[src/rtl/clm_pkg.sv]
package clm_pkg;
    typedef enum logic [2:0] {
        ST_OFF   = 3'd0,
        ST_ARM   = 3'd1,
        ST_ACQ   = 3'd2,
        ST_TRACK = 3'd3,
        ST_LOST  = 3'd4
    } ch_state_e;
endpackage

[src/rtl/clm_edge_sync.sv]
module clm_edge_sync #(
    parameter int SYNC_STAGES = 2
) (
    input  logic clk,
    input  logic rst_n,
    input  logic async_i,
    output logic rise_o
);
    // chain[0..SYNC_STAGES-1] synchronize, chain[SYNC_STAGES] holds the previous level
    logic [SYNC_STAGES:0] chain_q;

    always_ff @(posedge clk or negedge rst_n) begin
        if (!rst_n) begin
            chain_q <= '0;
        end else begin
            chain_q <= {chain_q[SYNC_STAGES-1:0], async_i};
        end
    end

    assign rise_o = chain_q[SYNC_STAGES-1] & ~chain_q[SYNC_STAGES];
endmodule

[src/rtl/clm_period_fsm.sv]
module clm_period_fsm
    import clm_pkg::*;
#(
    parameter int P_W    = 12,
    parameter int SENS_W = 4,
    parameter int REC_W  = 4
) (
    input  logic              clk,
    input  logic              rst_n,
    input  logic              en_i,
    input  logic              rise_i,
    input  logic [P_W-1:0]    min_i,
    input  logic [P_W-1:0]    max_i,
    input  logic [SENS_W-1:0] sens_i,
    input  logic [REC_W-1:0]  recov_i,
    output logic              live_o
);
    localparam int PX_W = P_W + 1;

    ch_state_e         state_q, state_d;
    logic [P_W-1:0]    cnt_q;
    logic [SENS_W-1:0] bad_q;
    logic [REC_W-1:0]  good_q;

    logic [PX_W-1:0]   period;
    logic [SENS_W:0]   bad_inc;
    logic [REC_W:0]    good_inc;
    logic              measuring, ev_good, ev_bad, sens_hit, rec_hit;

    assign measuring = (state_q == ST_ACQ) || (state_q == ST_TRACK) || (state_q == ST_LOST);
    assign period    = {1'b0, cnt_q} + PX_W'(1);
    assign ev_good   = measuring && rise_i &&
                       (period >= {1'b0, min_i}) && (period <= {1'b0, max_i});
    assign ev_bad    = measuring &&
                       ((rise_i && ((period < {1'b0, min_i}) || (period > {1'b0, max_i}))) ||
                        (!rise_i && (cnt_q >= max_i)));
    assign bad_inc   = {1'b0, bad_q} + (SENS_W+1)'(1);
    assign good_inc  = {1'b0, good_q} + (REC_W+1)'(1);
    assign sens_hit  = bad_inc >= {1'b0, sens_i};
    assign rec_hit   = good_inc >= {1'b0, recov_i};

    // next-state logic
    always_comb begin
        state_d = state_q;
        if (!en_i) begin
            state_d = ST_OFF;
        end else begin
            unique case (state_q)
                ST_OFF:   state_d = ST_ARM;
                ST_ARM:   if (rise_i) state_d = ST_ACQ;
                ST_ACQ:   if (ev_good) state_d = ST_TRACK;
                ST_TRACK: if (ev_bad && sens_hit) state_d = ST_LOST;
                ST_LOST:  if (ev_good && rec_hit) state_d = ST_TRACK;
                default:  state_d = ST_OFF;
            endcase
        end
    end

    // state register
    always_ff @(posedge clk or negedge rst_n) begin
        if (!rst_n) state_q <= ST_OFF;
        else        state_q <= state_d;
    end

    // period counter: restarts on every edge and on every timeout
    always_ff @(posedge clk or negedge rst_n) begin
        if (!rst_n) begin
            cnt_q <= '0;
        end else if (!en_i || !measuring || rise_i || ev_bad) begin
            cnt_q <= '0;
        end else begin
            cnt_q <= cnt_q + P_W'(1);
        end
    end

    // consecutive bad / good period counters
    always_ff @(posedge clk or negedge rst_n) begin
        if (!rst_n) begin
            bad_q  <= '0;
            good_q <= '0;
        end else begin
            if (en_i && state_q == ST_TRACK) begin
                if (ev_bad)       bad_q <= sens_hit ? '0 : bad_inc[SENS_W-1:0];
                else if (ev_good) bad_q <= '0;
            end else begin
                bad_q <= '0;
            end
            if (en_i && state_q == ST_LOST) begin
                if (ev_good)     good_q <= rec_hit ? '0 : good_inc[REC_W-1:0];
                else if (ev_bad) good_q <= '0;
            end else begin
                good_q <= '0;
            end
        end
    end

    // output decode
    always_comb begin
        unique case (state_q)
            ST_ARM, ST_ACQ, ST_LOST: live_o = 1'b1;
            default:                 live_o = 1'b0;
        endcase
    end

    // a disabled channel reports no loss one cycle later
    a_r9_disabled_quiet: assert property (@(posedge clk) disable iff (!rst_n)
        !en_i |=> !live_o);
    // enabling from OFF raises live at once
    a_r5_arm_live: assert property (@(posedge clk) disable iff (!rst_n)
        (en_i && state_q == ST_OFF) |=> live_o);
    // loss is entered only on a bad period
    a_r3_lost_needs_bad: assert property (@(posedge clk) disable iff (!rst_n)
        (en_i && state_q == ST_TRACK && !ev_bad) |=> (state_q != ST_LOST));
    // recovery happens only on a good period
    a_r4_track_needs_good: assert property (@(posedge clk) disable iff (!rst_n)
        (en_i && state_q == ST_LOST && !ev_good) |=> (state_q != ST_TRACK));
    // a timeout restarts the measurement
    a_r2_timeout_restart: assert property (@(posedge clk) disable iff (!rst_n)
        (en_i && measuring && !rise_i && cnt_q >= max_i) |=> (cnt_q == '0));
endmodule

[src/rtl/clm_sticky.sv]
module clm_sticky (
    input  logic clk,
    input  logic rst_n,
    input  logic live_i,
    input  logic clr_i,
    output logic sticky_o
);
    always_ff @(posedge clk or negedge rst_n) begin
        if (!rst_n) sticky_o <= 1'b0;
        else        sticky_o <= live_i | (sticky_o & ~(clr_i & ~live_i));
    end

    // live loss is recorded
    a_r7_set_on_live: assert property (@(posedge clk) disable iff (!rst_n)
        live_i |=> sticky_o);
    // a clear while live is high, or no clear, leaves the bit set
    a_r8_hold_unless_cleared: assert property (@(posedge clk) disable iff (!rst_n)
        (sticky_o && !(clr_i && !live_i)) |=> sticky_o);
endmodule

[src/rtl/clk_loss_monitor.sv]
module clk_loss_monitor #(
    parameter int NUM_CH      = 5,
    parameter int P_W         = 12,
    parameter int SENS_W      = 4,
    parameter int REC_W       = 4,
    parameter int SYNC_STAGES = 2
) (
    input  logic                     clk_ref,
    input  logic                     rst_n,
    input  logic [NUM_CH-1:0]        mon_clk_i,
    input  logic [NUM_CH-1:0]        chan_en_i,
    input  logic [NUM_CH*P_W-1:0]    per_min_i,
    input  logic [NUM_CH*P_W-1:0]    per_max_i,
    input  logic [NUM_CH*SENS_W-1:0] sens_i,
    input  logic [REC_W-1:0]         recov_i,
    input  logic                     clr_we_i,
    input  logic [NUM_CH-1:0]        clr_mask_i,
    output logic [NUM_CH-1:0]        los_live_o,
    output logic [NUM_CH-1:0]        los_sticky_o
);
    logic [NUM_CH-1:0] rise;

    for (genvar g = 0; g < NUM_CH; g++) begin : g_ch
        clm_edge_sync #(.SYNC_STAGES(SYNC_STAGES)) u_sync (
            .clk     (clk_ref),
            .rst_n   (rst_n),
            .async_i (mon_clk_i[g]),
            .rise_o  (rise[g])
        );

        clm_period_fsm #(.P_W(P_W), .SENS_W(SENS_W), .REC_W(REC_W)) u_fsm (
            .clk     (clk_ref),
            .rst_n   (rst_n),
            .en_i    (chan_en_i[g]),
            .rise_i  (rise[g]),
            .min_i   (per_min_i[g*P_W +: P_W]),
            .max_i   (per_max_i[g*P_W +: P_W]),
            .sens_i  (sens_i[g*SENS_W +: SENS_W]),
            .recov_i (recov_i),
            .live_o  (los_live_o[g])
        );

        clm_sticky u_sticky (
            .clk      (clk_ref),
            .rst_n    (rst_n),
            .live_i   (los_live_o[g]),
            .clr_i    (clr_we_i & clr_mask_i[g]),
            .sticky_o (los_sticky_o[g])
        );
    end

    // reset leaves no flags
    always_comb begin
        if (!rst_n) begin
            a_r10_reset_clear: assert (los_sticky_o == '0);
        end
    end
endmodule

[config.mk]
export PLATFORM = sky130hd
export DESIGN_NAME = clk_loss_monitor
export DESIGN_NICKNAME = d
export VERILOG_FILES = /design/src/rtl/clm_pkg.sv /design/src/rtl/clm_edge_sync.sv /design/src/rtl/clm_period_fsm.sv /design/src/rtl/clm_sticky.sv /design/src/rtl/clk_loss_monitor.sv
export SDC_FILE = /design/constraint.sdc
export NUM_CORES = 1
export LEC_CHECK = 0
export BUFFER_PORTS_ARGS = -buffer_cell sky130_fd_sc_hd__buf_2
export CELL_PAD_IN_SITES_DETAIL_PLACEMENT = 0
export CELL_PAD_IN_SITES_GLOBAL_PLACEMENT = 1
export CORE_ASPECT_RATIO = 2
export CORE_MARGIN = 5
export CORE_UTILIZATION = 35
export CTS_CLUSTER_DIAMETER = 120
export DETAILED_ROUTE_END_ITERATION = 10
export HOLD_SLACK_MARGIN = 0.03
export PLACE_DENSITY = 0.76
export SYNTH_ARGS = -nofsm -noshare
export SYNTH_HDL_FRONTEND = slang
export SYNTH_SLANG_ARGS = --single-unit
[constraint.sdc]
create_clock -name clk_ref -period 5.9 [get_ports clk_ref]
set_input_delay 1.475 -clock clk_ref [delete_from_list [all_inputs] [get_ports clk_ref]]
set_output_delay 1.475 -clock clk_ref [all_outputs]
set_load 0.005 [all_outputs]
### Word level (Yosys, flattened, before mapping)

Index checks and enable logic that the tools add are counted.

| word-level totals | value |
|---|---|
| register bits after elaboration | 135 |
| input bits | 162 |
| output and inout bits | 10 |
| word-level logic and storage cells | 370 |

| operators by class | value |
|---|---|
| add/sub/neg operators | 20 |
| order comparisons | 35 |
| equality and inequality tests | 50 |
| multiplexer cells | 80 |
| bitwise logic cells | 40 |
| reduce and logical (&&, ||, !) cells | 115 |

Operator list:

| cell | count |
|---|---|
| $mux W4 | 40 |
| $mux W3 | 25 |
| $pmux W3 S5 | 5 |
| $add A12 B1 Y13 const B | 5 |
| $ge A13 B12 Y1 | 5 |
| $gt A13 B12 Y1 | 5 |
| $le A13 B12 Y1 | 5 |
| $lt A13 B12 Y1 | 5 |
| $add A12 B1 Y12 const B | 5 |
| $ge A12 B12 Y1 | 5 |
| $mux W12 | 5 |
| $add A4 B1 Y5 const B | 10 |
| $ge A5 B4 Y1 | 10 |
| $logic_and A1 B1 Y1 | 50 |
| $logic_or A1 B1 Y1 | 35 |
| $eq A3 B2 Y1 const B | 10 |
| $ne A3 B1 Y1 const B | 10 |
| $ne A3 B2 Y1 const B | 10 |
| $ne A3 B3 Y1 const B | 10 |
| $and A1 B1 Y1 | 20 |
| $reduce_and A4 Y1 | 5 |
| $eq A3 B1 Y1 const B | 5 |
| $eq A3 B3 Y1 const B | 5 |
| $logic_not A1 Y1 | 15 |
| 5 further kinds | 35 |

### Logic depth before layout (Yosys ltp)

| logic depth | value |
|---|---|
| depth after elaboration | 10 |
| gate-level depth with buffers | 15 |
| depth with buffers taken out | 15 |

### Modules after synthesis

From an unflattened synthesis, not the netlist that was laid out.

| unflattened totals | value |
|---|---|
| cell total of the unflattened synthesis | 1,404 |
| area, all modules | 12,608.3 µm² |

By module, submodules not included:

| module | instances | cells each | area an instance (µm²) | seq. area each (µm²) |
|---|---|---|---|---|
| clm_period_fsm (g_ch[2].u_fsm) | 1 | 278 | 2,454.9 | 575.6 |
| clm_period_fsm (g_ch[4].u_fsm) | 1 | 272 | 2,418.6 | 575.6 |
| clm_period_fsm (g_ch[3].u_fsm) | 1 | 277 | 2,388.5 | 575.6 |
| clm_period_fsm (g_ch[0].u_fsm) | 1 | 266 | 2,349.8 | 575.6 |
| clm_period_fsm (g_ch[1].u_fsm) | 1 | 271 | 2,339.7 | 575.6 |
| clm_edge_sync | 5 | 4 | 88.8 | 75.1 |
| clm_sticky | 5 | 3 | 36.3 | 25.0 |
| clk_loss_monitor | 1 | 5 | 31.3 | 0.0 |

### Least setup slack after synthesis

No wires, ideal clock.

| timing | value |
|---|---|
| path kind | input-to-reg |
| from | input port per_max_i[2] |
| to | register g_ch[0].u_fsm.cnt_q[3] |
| arrival time | 3,550 ps |
| path slack | 2,281 ps |
| stages on the path | 11 |
| buffers on the path | 1 |
| path through | inv_1 -> ha_1 -> a21o_1 -> a21o_1 -> a211oi_1 -> a31oi_1 -> a221oi_2 -> nor2_2 -> or3b_4 -> buf_6 -> nor2b_2 |

| between the ends | value |
|---|---|
| word-level cells in the longest chain between the ends | 7 |
| elaborated cells on any way between the ends | 9 |
| those cells by class | order compare (2); mux (1); reduce/logical (6) |

RTL lines:

| what | line | source |
|---|---|---|
| start, declared | clk_loss_monitor.sv:13 | `input logic [NUM_CH*P_W-1:0] per_max_i,` |
| $gt A13 B12 Y1 | clm_period_fsm.sv:35 | `((rise_i && ((period < {1'b0, min_i}) \|\| (period > {1'b0, max_i}))) \|\|` |
| $logic_or A1 B1 Y1 | clm_period_fsm.sv:35 |  |
| $logic_and A1 B1 Y1 | clm_period_fsm.sv:35 |  |
| $logic_or A1 B1 Y1 * | clm_period_fsm.sv:35 |  |
| $logic_and A1 B1 Y1 * | clm_period_fsm.sv:34 | `assign ev_bad = measuring &&` |
| $logic_or A1 B1 Y1 * | clm_period_fsm.sv:69 | `end else if (!en_i \|\| !measuring \|\| rise_i \|\| ev_bad) begin` |
| $mux W12 * | clm_period_fsm.sv:69 |  |
| end signal, assigned | clm_period_fsm.sv:72 | `cnt_q <= cnt_q + P_W'(1);` |
| end, declared | clm_period_fsm.sv:21 | `logic [P_W-1:0] cnt_q;` |

Every way passes the cells marked *; elsewhere a longest branch is shown, timed or not.
A chain may end at the register's enable or synchronous reset.

### Worst setup path in the final report

| timing | value |
|---|---|
| from | register g_ch[4].u_fsm.cnt_q[0] |
| to | register g_ch[4].u_fsm.cnt_q[3] |

| between the ends | value |
|---|---|
| word-level cells in the longest chain between the ends | 8 |
| elaborated cells on any way between the ends | 12 |
| those cells by class | add/sub (2); order compare (3); mux (1); reduce/logical (6) |

RTL lines:

| what | line | source |
|---|---|---|
| start, declared | clm_period_fsm.sv:21 |  |
| start signal, assigned | clm_period_fsm.sv:72 |  |
| $add A12 B1 Y13 | clm_period_fsm.sv:31 | `assign period = {1'b0, cnt_q} + PX_W'(1);` |
| $lt A13 B12 Y1 or $gt A13 B12 Y1 (tied branches) | clm_period_fsm.sv:35 |  |
| $logic_or A1 B1 Y1 | clm_period_fsm.sv:35 |  |
| $logic_and A1 B1 Y1 | clm_period_fsm.sv:35 |  |
| $logic_or A1 B1 Y1 | clm_period_fsm.sv:35 |  |
| $logic_and A1 B1 Y1 | clm_period_fsm.sv:34 |  |
| $logic_or A1 B1 Y1 | clm_period_fsm.sv:69 |  |
| $mux W12 * | clm_period_fsm.sv:69 |  |

Marked as above.

==> metrics.md <==
| Metric | Value |
|---|---|
| Final Max Tran Viols | `0` |
| Worst-path clk slew | `0.07 ns` |
| # DRC | `0` |
| Num rows | `96` |
| DIE AREA | `38,900 µm²` |
| Worst path arrival time | `4.46 ns` |
| CTS buffer count | `17` |
| Sequential fraction of the synthesis area | `27.7%` |
| Hold Vio Cnt, Final | `0` |
| Vias in the first global route | `10,900` |
| Die Width | `142 µm` |
| Min-Delay Path Class | `flop to flop` |
| H-tree levels | `4` |
| # clock sinks | `135` |
| Setup WS post-layout | `1.79 ns` |
| Synth Register Bits | `135` |
| CTS root buf | `clkbuf_16` |
| Initial antenna violation count | `1` |
| Compound-Gate Fraction of Synth Area | `16.6%` |
| I/O pins | `172` |
| CTS tree | `done` |
| Fmax | `243 MHz` |
| Status | `completed` |
| Most frequent cells in the layout | `ha_1 (235), inv_1 (172), buf_2 (170)` |
| Switching share of power | `31.5%` |
| Kind of critical path | `flop to flop` |
| Post-synth EDFFs | `0` |
| Slew headroom | `35.2%` |
| Netlist cell types | `86` |
| Power density over the cells | `205 nW/µm²` |
| Vias | `10,100` |
| Nets@finish | `1,909` |
| Post-synth net total | `1,739` |
| Max Cap Violations | `0` |
| Routed len/inst | `16.1 µm` |
| Bufs on Longest Clock Path | `2` |
| Initial Util | `35.5%` |
| DP Worst Slack | `1.67 ns` |
| Async set or reset register ratio after synthesis | `100%` |
| Share of cells above drive strength 1 | `16.5%` |
| Req. time, crit path | `6.25 ns` |
| Clk Latency, worst-skew pair | `0.44 ns` |
| Worst-Margin Slew | `0.972 ns` |
| Core Util, Final | `41.1%` |
| Antenna viol nets, final | `0` |
| Clock share of power | `40.2%` |
| Core area | `34,400 µm²` |
| Largest net degree at the start of global routing | `98` |
| First-pass GRT wire length | `51,900 µm` |
| Syn Std Cell Area | `12,200 µm²` |
| CP max FO | `12` |
| Sequential share of power | `36.9%` |
| DR iter-0 viols | `225` |
| Worst hold slack | `0.347 ns` |
| Yosys warnings | `0` |
| Routed WL | `31,700 µm` |
| Most common cell after layout, fill and taps aside | `ha_1` |
| Synth Area in XOR/XNOR | `4.88%` |
| Area share of fa/ha/maj cells after synthesis | `24.3%` |
| # port buffers | `171` |
| Post-DP HPWL | `26,400 µm` |
| Post-Layout Cell Count | `1,967` |
| GRT Total Usage | `16.7%` |
| Sum Neg Setup Slack | `0 ns` |
| Max VDD drop | `205 µV` |
| GP Congestion | `0.861` |
| Net Sw Power | `0.913 mW` |
| Post-DR vias/cell | `5.14` |
| Logic pwr share | `22.9%` |
| Final setup viols | `0` |
| Cts repair resizes | `0` |
| Internal reg-to-reg setup slack | `1.79 ns` |
| Mapped Avg Cell Area | `9.09 µm²` |
| CP Launch Type | `flop` |
| Area Growth Syn to Fin | `15.7%` |
| Total internal power | `1.98 mW` |
| Placed Cells | `1,934` |
| Grt total ovfl | `0` |
| Worst clock skew | `0.00756 ns` |
| Post-CTS setup buffer count | `0` |
| Post-synth top flop | `dfrtp_1` |
| Main combinational cell family by area after synthesis | `adder cells` |
| Post-route clock period utilization | `69.7%` |
| Synth Instances | `1,342` |
| Synth Area in Simple Gates | `19.2%` |
| Iteration count of the initial detailed-routing pass | `5` |
| Critical Path Sink Type | `flop` |
| Mux contribution to synthesized area | `0.892%` |
| Die Y | `274 µm` |
| Minimum clock period | `4.11 ns` |
| P_leak | `7.81 nW` |
| RSZ-0062 raised after global routing | `no` |
| Hold buffer count at CTS | `0` |
[state kept, by name, indices dropped and copies added (netlist names)]
register,count
g_ch.u_fsm.state_q,15
g_ch.u_fsm.cnt_q,60
g_ch.u_fsm.good_q,20
g_ch.u_fsm.bad_q,20
g_ch.u_sticky.sticky_o,5
g_ch.u_sync.chain_q,15
[critical path: stages (launching register included)]
cell     delay (ns)
dfrtp_1        0.48
ha_1           0.25
nand3_1        0.13
nor2_1         0.30
nand2_1        0.11
xnor2_1        0.30
ha_1           0.32
a21o_1         0.16
a21oi_1        0.13
nor2b_1        0.06
o31ai_1        0.41
nand2_1        0.09
o21ai_1        0.42
nand4_1        0.58
nor2b_1        0.28
[cells in the mapped netlist (27+ instances only)]
cell        n  share of area, %
nand2b_1   36               1.8
xor2_1     27               1.9
nor2_1     61               1.9
nand2_1    58               1.8
xnor2_1    41               2.9
ha_1      235                24
nand3_1    72               3.0
o21ai_0    40               1.6
a21oi_1    53               2.2
inv_1     172               5.3
nor2b_1    59               3.0
a21o_1     63               3.9
dfrtp_1   135                28
[layout make-up]
type	instances	area, µm²
Timing Repair Buffer	172	870
Fill cell	3482	20200
Tap cell	441	552
Sequential cell	135	3380
Clock buffer	17	425
Inverter	172	646
Multi-Input combinational cell	1014	8050
Antenna cell	1	2.50
Clock inverter	15	204
[power by group through the flow]
stage	combinational, mW	sequential (mW)	clock [mW]
detailed placement	0.675	1.08	0
floorplan	0.513	1.04	0
finish	0.664	1.07	1.16
global placement	0.663	1.08	0
CTS	0.680	1.07	1.20
global route	0.763	1.08	1.24
[layer usage]
layer / wire, µm / GRT usage [%] / vias up
met5: 0 / 0 / -
met3: 982 / 2.53 / 76
met1: 10900 / 15.4 / 4729
met4: 1330 / 8.85 / 0
li1: - / - / 5108
met2: 18400 / 33.6 / 198
[worst paths after layout]
| check | start | to | cells past startpoint |
|---|---|---|---|
| worst min-delay path | g_ch[2].u_sync.chain_q[0]$_DFF_PN0_ | g_ch[2].u_sync.chain_q[1]$_DFF_PN0_ | 0 |
| worst min register to register | g_ch[2].u_sync.chain_q[0]$_DFF_PN0_ | g_ch[2].u_sync.chain_q[1]$_DFF_PN0_ | 0 |
| worst max-delay path | g_ch[4].u_fsm.cnt_q[0]$_DFF_PN0_ | g_ch[4].u_fsm.cnt_q[3]$_DFF_PN0_ | 14 |
| max in group asynchronous | rst_n | g_ch[4].u_fsm.cnt_q[3]$_DFF_PN0_ | 2 |
| worst max register to register | g_ch[4].u_fsm.cnt_q[0]$_DFF_PN0_ | g_ch[4].u_fsm.cnt_q[3]$_DFF_PN0_ | 14 |
| min in group asynchronous | rst_n | g_ch[1].u_fsm.cnt_q[8]$_DFF_PN0_ | 1 |
[cells by family (layout without fill, tap and decap cells)]
logic type	Yosys count	count (layout)
multiplexers	10	10
flip-flops	135	135
XOR/XNOR	68	68
adder cells (fa/ha/maj)	237	237
AND/OR/NAND/NOR	415	415
buffers and inverters	193	376
AO/OA/AOI/OAI	284	284
other	0	1
[through the flow]
step / cell area [µm²] / total power [mW]
after floorplan: 12200 / 1.56
after global placement: 13500 / 1.75
after detailed placement: 13500 / 1.76
after CTS: 14100 / 2.95
after global routing: 14100 / 3.08
final: 14100 / 2.89
(Power assumes the default switching activity.)
